## config.mk

```make
export PLATFORM = sky130hd
export DESIGN_NAME = bus_irq_router
export DESIGN_NICKNAME = d
export VERILOG_FILES = /design/src/rtl/irqr_pkg.sv /design/src/rtl/irqr_sync.sv /design/src/rtl/irqr_regs.sv /design/src/rtl/irqr_aux_latch.sv /design/src/rtl/bus_irq_router.sv
export SDC_FILE = /design/constraint.sdc
export NUM_CORES = 1
export LEC_CHECK = 0
export BUFFER_PORTS_ARGS = -buffer_cell sky130_fd_sc_hd__buf_2
export CAP_MARGIN = 5
export CORE_ASPECT_RATIO = 1.2
export CORE_UTILIZATION = 50
export CTS_BUF_LIST = sky130_fd_sc_hd__clkbuf_4 sky130_fd_sc_hd__clkbuf_8
export DETAILED_ROUTE_END_ITERATION = 10
export PLACE_DENSITY = 0.82
export SLEW_MARGIN = 20
export SYNTH_ARGS = -nofsm -noshare
export SYNTH_HDL_FRONTEND = slang
export SYNTH_SLANG_ARGS = --single-unit
```

## constraint.sdc

```tcl
create_clock -name clk -period 2.98 [get_ports clk]
set_input_delay 0.894 -clock clk [delete_from_list [all_inputs] [get_ports clk]]
set_output_delay 0.894 -clock clk [all_outputs]
set_load 0.05 [all_outputs]
```

## src/rtl/irqr_pkg.sv

```systemverilog
`timescale 1ns/1ps
package irqr_pkg;
  localparam int DATA_W = 8;
  localparam int LEVELS = 7;
  localparam int AUX_N  = 3;

  typedef struct packed {
    logic              gmask;
    logic              route_nmi;
    logic [LEVELS:1]   lvl_en;
    logic [AUX_N-1:0]  aux_en;
  } ctrl_t;

  // Backplane contribution to the maskable line.
  function automatic logic any_level(input logic [LEVELS:1] req,
                                     input logic [LEVELS:1] en,
                                     input logic            gmask);
    return (|(req & en)) & ~gmask;
  endfunction

  // Place level n at bit n of a data byte, bit 0 zero.
  function automatic logic [DATA_W-1:0] place_levels(input logic [LEVELS:1] v);
    logic [DATA_W-1:0] r;
    r = '0;
    r[LEVELS:1] = v;
    return r;
  endfunction

  // Zero-extend the auxiliary vector to a data byte.
  function automatic logic [DATA_W-1:0] place_aux(input logic [AUX_N-1:0] v);
    logic [DATA_W-1:0] r;
    r = '0;
    r[AUX_N-1:0] = v;
    return r;
  endfunction
endpackage

```

## src/rtl/irqr_sync.sv

```systemverilog
`timescale 1ns/1ps
module irqr_sync #(
  parameter int W = 1
) (
  input  logic         clk,
  input  logic         rst_n,
  input  logic [W-1:0] d,
  output logic [W-1:0] q
);
  logic [W-1:0] meta_q;
  logic [W-1:0] sync_q;

  always_ff @(posedge clk) begin
    if (!rst_n) begin
      meta_q <= '0;
      sync_q <= '0;
    end else begin
      meta_q <= d;
      sync_q <= meta_q;
    end
  end

  assign q = sync_q;
endmodule

```

## src/rtl/irqr_regs.sv

```systemverilog
`timescale 1ns/1ps
module irqr_regs
  import irqr_pkg::*;
#(
  parameter int                ADDR_W  = 8,
  parameter logic [ADDR_W-1:0] A_MASK  = 8'h30,
  parameter logic [ADDR_W-1:0] A_ROUTE = 8'h3D,
  parameter logic [ADDR_W-1:0] A_AUXEN = 8'h3E,
  parameter logic [ADDR_W-1:0] A_PEND  = 8'h32,
  parameter logic [ADDR_W-1:0] A_STAT  = 8'h34
) (
  input  logic              clk,
  input  logic              rst_n,
  input  logic [ADDR_W-1:0] io_addr,
  input  logic              io_wr,
  input  logic [DATA_W-1:0] io_wdata,
  output logic [DATA_W-1:0] io_rdata,
  input  logic [LEVELS:1]   pend,
  input  logic [AUX_N-1:0]  flags,
  output ctrl_t             ctrl,
  output logic [AUX_N-1:0]  aux_clr
);
  logic             gmask_q;
  logic             route_q;
  logic [LEVELS:1]  lvl_en_q;
  logic [AUX_N-1:0] aux_en_q;

  logic wr_mask, wr_route, wr_aux;
  assign wr_mask  = io_wr && (io_addr == A_MASK);
  assign wr_route = io_wr && (io_addr == A_ROUTE);
  assign wr_aux   = io_wr && (io_addr == A_AUXEN);

  always_ff @(posedge clk) begin
    if (!rst_n) begin
      gmask_q  <= 1'b1;
      route_q  <= 1'b0;
      lvl_en_q <= '0;
      aux_en_q <= '0;
    end else begin
      if (wr_mask)  gmask_q <= io_wdata[DATA_W-1];
      if (wr_route) begin
        route_q  <= io_wdata[0];
        lvl_en_q <= io_wdata[LEVELS:1];
      end
      if (wr_aux)   aux_en_q <= io_wdata[AUX_N-1:0];
    end
  end

  // Clear strobe: a write that drops an enable bit acts in the same edge.
  assign aux_clr = {AUX_N{wr_aux}} & ~io_wdata[AUX_N-1:0];

  assign ctrl.gmask     = gmask_q;
  assign ctrl.route_nmi = route_q;
  assign ctrl.lvl_en    = lvl_en_q;
  assign ctrl.aux_en    = aux_en_q;

  always_comb begin
    io_rdata = '0;
    if (io_addr == A_MASK)       io_rdata[DATA_W-1] = gmask_q;
    else if (io_addr == A_ROUTE) io_rdata = place_levels(lvl_en_q) | {{(DATA_W-1){1'b0}}, route_q};
    else if (io_addr == A_AUXEN) io_rdata = place_aux(aux_en_q);
    else if (io_addr == A_PEND)  io_rdata = place_levels(pend);
    else if (io_addr == A_STAT)  io_rdata = place_aux(flags);
  end

  AST_ROUTE_WRITE: assert property (@(posedge clk) disable iff (!rst_n)
    wr_route |=> (ctrl.route_nmi == $past(io_wdata[0])));
  AST_MASK_WRITE: assert property (@(posedge clk) disable iff (!rst_n)
    wr_mask |=> (ctrl.gmask == $past(io_wdata[DATA_W-1])));
endmodule

```

## src/rtl/irqr_aux_latch.sv

```systemverilog
`timescale 1ns/1ps
module irqr_aux_latch #(
  parameter int N = 3
) (
  input  logic         clk,
  input  logic         rst_n,
  input  logic [N-1:0] src,
  input  logic [N-1:0] en,
  input  logic [N-1:0] clr,
  output logic [N-1:0] flag
);
  logic [N-1:0] prev_q;
  logic [N-1:0] rise;

  always_ff @(posedge clk) begin
    if (!rst_n) prev_q <= '0;
    else        prev_q <= src;
  end

  assign rise = src & ~prev_q;

  for (genvar i = 0; i < N; i++) begin : g_src
    logic flag_q;
    always_ff @(posedge clk) begin
      if (!rst_n)                flag_q <= 1'b0;
      else if (!en[i] || clr[i]) flag_q <= 1'b0;
      else if (rise[i])          flag_q <= 1'b1;
    end
    assign flag[i] = flag_q;

    AST_CAPTURE: assert property (@(posedge clk) disable iff (!rst_n)
      (rise[i] && en[i] && !clr[i]) |=> flag[i]);
    AST_STICKY: assert property (@(posedge clk) disable iff (!rst_n)
      (flag[i] && en[i] && !clr[i]) |=> flag[i]);
    AST_HOLD_CLEAR: assert property (@(posedge clk) disable iff (!rst_n)
      !en[i] |=> !flag[i]);
    AST_CLEAR_WINS: assert property (@(posedge clk) disable iff (!rst_n)
      clr[i] |=> !flag[i]);
    AST_NO_LEVEL_CAPTURE: assert property (@(posedge clk) disable iff (!rst_n)
      (!flag[i] && !rise[i]) |=> !flag[i]);
  end
endmodule

```

## src/rtl/bus_irq_router.sv

```systemverilog
`timescale 1ns/1ps
module bus_irq_router
  import irqr_pkg::*;
#(
  parameter int                ADDR_W  = 8,
  parameter logic [ADDR_W-1:0] A_MASK  = 8'h30,
  parameter logic [ADDR_W-1:0] A_ROUTE = 8'h3D,
  parameter logic [ADDR_W-1:0] A_AUXEN = 8'h3E,
  parameter logic [ADDR_W-1:0] A_PEND  = 8'h32,
  parameter logic [ADDR_W-1:0] A_STAT  = 8'h34
) (
  input  logic              clk,
  input  logic              rst_n,
  input  logic [LEVELS:1]   bus_irq_n,
  input  logic [AUX_N-1:0]  aux_req,
  input  logic [ADDR_W-1:0] io_addr,
  input  logic              io_wr,
  input  logic [DATA_W-1:0] io_wdata,
  output logic [DATA_W-1:0] io_rdata,
  output logic              irq_out,
  output logic              nmi_out
);
  logic [LEVELS:1]  lvl_req;
  logic [LEVELS:1]  lvl_sync;
  logic [AUX_N-1:0] aux_sync;
  logic [AUX_N-1:0] aux_flag;
  logic [AUX_N-1:0] aux_clr;
  ctrl_t            ctrl;

  // Named events for the assertions.
  logic lvl_hit;
  logic aux_any;
  logic aux_to_irq;

  assign lvl_req = ~bus_irq_n;

  irqr_sync #(.W(LEVELS)) i_lvl_sync (
    .clk(clk), .rst_n(rst_n), .d(lvl_req), .q(lvl_sync)
  );

  irqr_sync #(.W(AUX_N)) i_aux_sync (
    .clk(clk), .rst_n(rst_n), .d(aux_req), .q(aux_sync)
  );

  irqr_regs #(
    .ADDR_W(ADDR_W), .A_MASK(A_MASK), .A_ROUTE(A_ROUTE),
    .A_AUXEN(A_AUXEN), .A_PEND(A_PEND), .A_STAT(A_STAT)
  ) i_regs (
    .clk(clk), .rst_n(rst_n), .io_addr(io_addr), .io_wr(io_wr),
    .io_wdata(io_wdata), .io_rdata(io_rdata), .pend(lvl_sync),
    .flags(aux_flag), .ctrl(ctrl), .aux_clr(aux_clr)
  );

  irqr_aux_latch #(.N(AUX_N)) i_aux (
    .clk(clk), .rst_n(rst_n), .src(aux_sync), .en(ctrl.aux_en),
    .clr(aux_clr), .flag(aux_flag)
  );

  assign lvl_hit    = any_level(lvl_sync, ctrl.lvl_en, ctrl.gmask);
  assign aux_any    = |aux_flag;
  assign aux_to_irq = aux_any & ~ctrl.route_nmi;

  assign irq_out = lvl_hit | aux_to_irq;
  assign nmi_out = aux_any & ctrl.route_nmi;

  AST_NMI_AUX_ONLY: assert property (@(posedge clk) disable iff (!rst_n)
    nmi_out |-> (aux_any && ctrl.route_nmi));
  AST_MASK_BLOCKS: assert property (@(posedge clk) disable iff (!rst_n)
    (ctrl.gmask && !aux_to_irq) |-> !irq_out);
  AST_PEND_BIT0: assert property (@(posedge clk) disable iff (!rst_n)
    (io_addr == A_PEND) |-> (io_rdata[0] == 1'b0));
  AST_ROUTE_EXCL: assert property (@(posedge clk) disable iff (!rst_n)
    (nmi_out && !lvl_hit) |-> !irq_out);
endmodule

```

==> results of run 1 <==
cells in the final DEF (no fill, tap or decap), types with 3 or more instances in the layout:
cell type / n
a22o_1: 5
mux2i_1: 12
buf_4: 11
buf_2: 28
inv_1: 4
a21oi_1: 3
dfxtp_1: 38
clkbuf_4: 6
nand3b_1: 6
buf_6: 8
nor2b_1: 10
and2_1: 16
nor3_1: 4
nand2_1: 19
nor4_1: 3
path summary, 6_finish.rpt:
check,from,endpoint,slack (ps),cells past startpoint
setup / recovery,io_addr[6],io_rdata[1],4,5
hold / removal,i_aux_sync.meta_q[0],i_aux_sync.q[0],430,1
setup reg to reg,i_regs.aux_en_q[0],i_aux.g_src[0].flag_q,2240,2
hold reg to reg,i_aux_sync.meta_q[0],i_aux_sync.q[0],430,1
per-layer routing:
metal,GRT usage,wire (µm)
met5,0,0
met4,0.115,63
met3,0.0619,180
met2,0.394,1730
met1,0.220,1340
worst max-delay path: stages:
cell	delay, ps
buf_6	90
nand4bb_4	310
nor4b_2	390
a221o_1	230
buf_6	160
final cells by class:
cell class / instances / area, µm² / area share
clock buffer: 6 / 51.3 / 0.0249
multi-input combinational: 105 / 858 / 0.416
sequential: 38 / 761 / 0.369
timing repair buffer: 48 / 320 / 0.155
inverter: 4 / 15.0 / 0.00728
clock inverter: 2 / 12.5 / 0.00606
tap: 36 / 45.0 / 0.0218
state kept, by name (all words and copies together) (netlist names):
register,cells
i_aux_sync.meta_q,3
i_aux.g_src.flag_q,3
i_aux_sync.q,3
i_aux.prev_q,3
i_lvl_sync.meta_q,7
i_regs.gmask_q,1
i_regs.route_q,1
i_regs.lvl_en_q,7
i_lvl_sync.q,7
i_regs.aux_en_q,3
synth_stat cells:
master / n
and3_1: 1
nor4_2: 2
o2bb2ai_1: 1
nand2_1: 19
a31oi_1: 1
dfxtp_1: 38
nand2b_1: 2
nor3_4: 2
a22o_1: 5
nor4b_1: 2
inv_1: 4
a222oi_1: 1
clkbuf_1: 5
nor4_1: 4
a22oi_1: 2
or3b_1: 2
nand2_2: 1
nand3b_1: 6
nor3_1: 4
a221o_1: 2
buf_2: 3
nor3b_1: 1
nand4bb_4: 1
nor2b_1: 10
mux2i_1: 12
buf_6: 1
buf_4: 1
a21oi_1: 3
and2_1: 16
mux2_2: 1
nor4_4: 1
a2111oi_0: 2
o22ai_1: 1
report_power, final:
part	internal, W	switching, W	total, W
registers	0.000521	0.00000442	0.000526
logic	0.0000358	0.0000419	0.0000777
clock network	0.000113	0.000163	0.000276
kinds of logic after synthesis:
| logic type | after synthesis |
|---|---|
| compound gates | 18 |
| simple gates | 74 |
| mux | 13 |
| flops | 38 |
| buf+inv | 14 |
repair_timing:
item	CTS	global route
pin swaps	1	4
hold endpoints to repair	0	0
endpoints found under the setup margin	8	8
gates resized for setup	17	11
gates cloned	0	0
setup buffers	2	0
per-stage QoR:
step / std cells / TNS [ps] / power (W) / hold slack, ps
finish: 239 / 0 / 0.000880 / 429
detailed placement: 229 / -725 / 0.000607 / 418
floorplan: 157 / 0 / 0.000579 / 412
CTS: 239 / -19.3 / 0.000885 / 435
global route: 239 / -243 / 0.000924 / 458
global placement: 229 / -357 / 0.000603 / 414
==> metrics, run 1 <==
final-stage net count around 230; reported max-cap violation count 0; detail-routed net length per standard cell approximately 14 µm; final-report hold violation count 0; area share of the largest cell type after synthesis 0.475; Synth Area in Adders 0; global-route usage over all layers 0.221; insertion delay to the later sink of the worst-skew pair approximately 340 ps; multiplexer fraction of the synthesized cell area 0.0821; leading area contributor after synthesis dfxtp_1; Initial Util 0.524; initial drt markers 31; Antenna Nets Post-Route 0; CTS clock-pin slew for the worst setup and hold paths ~110 ps; worst supply voltage drop on vdd between 0.4 and 0.5 mV; required time of the critical path roughly 2100 ps; iteration count of the initial detailed-routing pass 4; compound-gate portion of the synthesized area 0.0891; pin count of the biggest net entering global routing between 40 and 50; fraction of final layout cells sized beyond drive strength 1 0.350; outcome complete, no violations; Syn-to-layout area delta 28.9%; largest fanout of any net on the critical path 7; share of synthesized cell area in and, or, nand and nor gates 0.311; total of flip-flops plus latches after synthesis 38; CTS Buffer Depth 2; number of antenna cells inserted 0; type of destination of the critical path output port; post-place setup slack -177 ps; clock skew between 10 and 15 ps; max-slew violation total from the final report 0; IO buf count 38; worst setup margin roughly 4.5 ps; post-synthesis net count between 150 and 200; vias after detailed routing approximately 1300; fraction of the yosys area taken by sequential cells 0.475; Num CTS Buffers 5; wire length reported by the detailed router roughly 3300 µm; final clock period utilization by the worst path 0.999; Hold WC Path Type reg -> reg; detailed placement HPWL approximately 2300 µm; total setup violations reported at the end of the flow 0; clock tree from TritonCTS built; final worst path period need approximately 3000 ps; Site Rows 22; cell area after technology mapping roughly 1600 µm²; largest family of logic cells by synthesized area simple AND/OR/NAND/NOR gates; mean post-synth cell area 10.2 µm²; synthesized-area fraction occupied by xor and xnor cells 0; remaining design rule violation count 0; vias in the first global route between 1000 and 1500; critical path arrival between 2000 and 2500 ps; number of buffers inserted by hold repair at cts 0; core region area about 3100 µm²; final RePlAce weighted congestion 0.851; root buffer cell clkbuf_4; overall die width roughly 54 µm; synth unique cells 33; grt ovf 0; ports placed on the boundary 39; top post-synthesis cells by area dfxtp_1, mux2i_1, and2_1; synth warn 0; Avg Vias per Cell around 5.4; unrepaired setup endpoints after global routing yes; static leakage power slightly below 0.8 nW; Die H 64.0 µm; Relative slew margins 0.603; CP Launch Type input pin; max frequency roughly 0.34 GHz; Worst Max-Slew Pin Slew approximately 600 ps; number of filler instances in the final layout between 200 and 250; power density relative to cell area ~430 nW/µm²; synthesized instance count ~160; first-pass GRT wire length around 5400 µm; standard cell area after detailed placement 1860 µm²; initial antenna violation count 0; final standard cell area without fillers slightly above 2000 µm²; maximum level of the CTS H-tree 2; total number of clock tree sinks 38; end-of-flow core utilization 0.675; floorplan die area 3430 µm²; Crit Path Class in -> out
Note: power is estimated with default switching activity, not from simulation.
==> run 2, diff against run 1 <==
Settings changed: CORE_UTILIZATION 50 to 54, PLACE_DENSITY 0.82 to 0.88, SKIP_LAST_GASP from default to 1.
==> run 2 against run 1 <==
  * The run now ends with negative setup slack left
  * Design area up 0.55%
  * Utilization up 6.3 points
  * Register-to-register slack worse by 30 ps
  * Critical path depth unchanged
  * Cell count down 1.7%
  * Wire length up 8.3%
  * Sequential power about the same
  * Clock power up 25%
  * Maximum frequency down 2.3%
  * First-iteration DRC count up 32%
  * Critical endpoint unchanged
  * Largest power group unchanged
==> metrics, run 2 (synthesis results as in run 1) <==
global-route usage over all layers 0.222; final-stage net count 230; Worst Hold Depth 1; static leakage power 0.798 nW; insertion delay to the later sink of the worst-skew pair approximately 320 ps; Worst Max-Slew Pin Slew around 590 ps; total number of clock tree sinks 38; wire length reported by the detailed router roughly 3600 µm; power density relative to cell area ~460 nW/µm²; vias after detailed routing between 1000 and 1500; unrepaired setup endpoints after global routing yes; clock skew roughly 3.2 ps; Hold WC Path Type reg -> reg; worst r2r dst i_aux.g_src[1].flag_q; detailed placement HPWL 2340 µm; total setup violations reported at the end of the flow 3; number of antenna cells inserted 0; commonest cells after routing, fill and taps aside dfxtp_1, buf_2, nand2_1, and2_1, mux2i_1; root buffer cell clkbuf_4; final clock period utilization by the worst path 1.02; final RePlAce weighted congestion slightly above 0.9; core region area ~2800 µm²; iteration count of the initial detailed-routing pass 4; Num CTS Buffers 5; commonest non-fill, non-tap cell in the layout dfxtp_1; Final Power around 0.00095 W; fraction of power spent switching nets 0.209; violated checks negative setup slack; overall die width roughly 52 µm; number of buffers inserted by hold repair at cts 0; first-pass GRT wire length roughly 5100 µm; Die H between 60 and 70 µm; Avg Vias per Cell around 5.6; Crit Reg-Reg Startpoint i_regs.aux_en_q[1]; CTS clock-pin slew for the worst setup and hold paths around 100 ps; final worst path period need approximately 3000 ps; pin count of the biggest net entering global routing between 40 and 50; Antenna Nets Post-Route 0; initial drt markers slightly above 40; outcome finished, violations left; worst hold endpoint i_lvl_sync.q[3]; clock tree from TritonCTS built; worst hold path startpoint i_lvl_sync.meta_q[3]; worst supply voltage drop on vdd roughly 0.36 mV; Relative slew margins 0.606; Site Rows 21; Crit Path Class in -> out; CP Launch Type input pin; total placed cells including tap cells approximately 230; final-report hold violation count 0; reported max-cap violation count 0; worst reg-to-reg setup slack 2210 ps; CTS Buffer Depth 2; grt ovf 0; remaining design rule violation count 0; net switching power ~0.00020 W; detail-routed net length per standard cell about 15 µm; type of destination of the critical path output port; worst setup margin -66.8 ps; IO buf count 38; critical path arrival about 2200 ps; ports placed on the boundary 39; post-place setup slack -293 ps; vias in the first global route around 1200; maximum level of the CTS H-tree 2; floorplan die area ~3200 µm²; initial antenna violation count 0; required time of the critical path around 2100 ps; number of standard cells in the layout, taps in and fillers out around 240; internal cell power ~0.00075 W; fraction of power consumed by the clock network 0.364; largest fanout of any net on the critical path 7; max-slew violation total from the final report 0; Initial Util 0.569; max frequency 0.328 GHz; combinational group share of total power 0.082; sequential share of power 0.555; number of cells on the worst reg-to-reg path 2; Syn-to-layout area delta 29.6%; fraction of final layout cells sized beyond drive strength 1 0.343
-- run 2: layout make-up --
type                    instances  area, µm²
clock inverters                 1       30.0
clock buffers                   6       51.3
fillers                       196        737
repair buffers                 47        312
multi-input cells             105        863
flip-flops and latches         38        761
well taps                      34       42.5
inverters                       4       15.0
-- run 2: worst max-delay path: stages --
cell,delay (ps)
buf_2,100
nand4bb_4,330
nor4b_2,420
a221o_1,240
buf_6,160
-- run 2: worst max-delay path by stage --
stage	startpoint	endpoint
final	io_addr[6]	io_rdata[1]
after global routing	io_addr[6]	io_rdata[1]
after CTS	io_addr[7]	io_rdata[1]
after detailed placement	io_addr[6]	io_rdata[1]
after global placement	io_addr[6]	io_rdata[1]
after floorplan	io_addr[6]	io_rdata[1]
-- run 2: metal layers --
metal | up-vias | GRT usage | share of wire
li1 | 642 | - | -
met1 | 625 | 0.247 | 0.42
met2 | 39 | 0.410 | 0.52
met3 | 6 | 0.0395 | 0.035
met4 | 0 | 0.104 | 0.018
met5 | - | 0 | 0
-- run 2: timing repair --
action	in CTS	in global routing
gates resized for setup	19	10
pin swaps	1	3
setup buffers	1	2
setup endpoints to repair	8	8
-- run 2: metrics by stage --
stage	TNS, ps	instance area (µm²)	hold WS (ps)	utilization
2_1_floorplan	0	1620	412	-
3_3_place_gp	-279	1840	414	0.656
3_5_place_dp	-751	1840	424	0.656
4_1_cts	-49.8	2000	449	0.710
5_1_grt	-244	2070	465	0.738
6_report	-109	2070	445	0.738
-- run 2: power groups by stage --
stage / combinational [W] / sequential [W] / clock, W
floorplan: 0.0000424 / 0.000536 / 0
global placement: 0.0000646 / 0.000537 / 0
detailed placement: 0.0000678 / 0.000538 / 0
CTS: 0.0000709 / 0.000526 / 0.000356
global route: 0.0000838 / 0.000528 / 0.000381
finish: 0.0000778 / 0.000526 / 0.000345
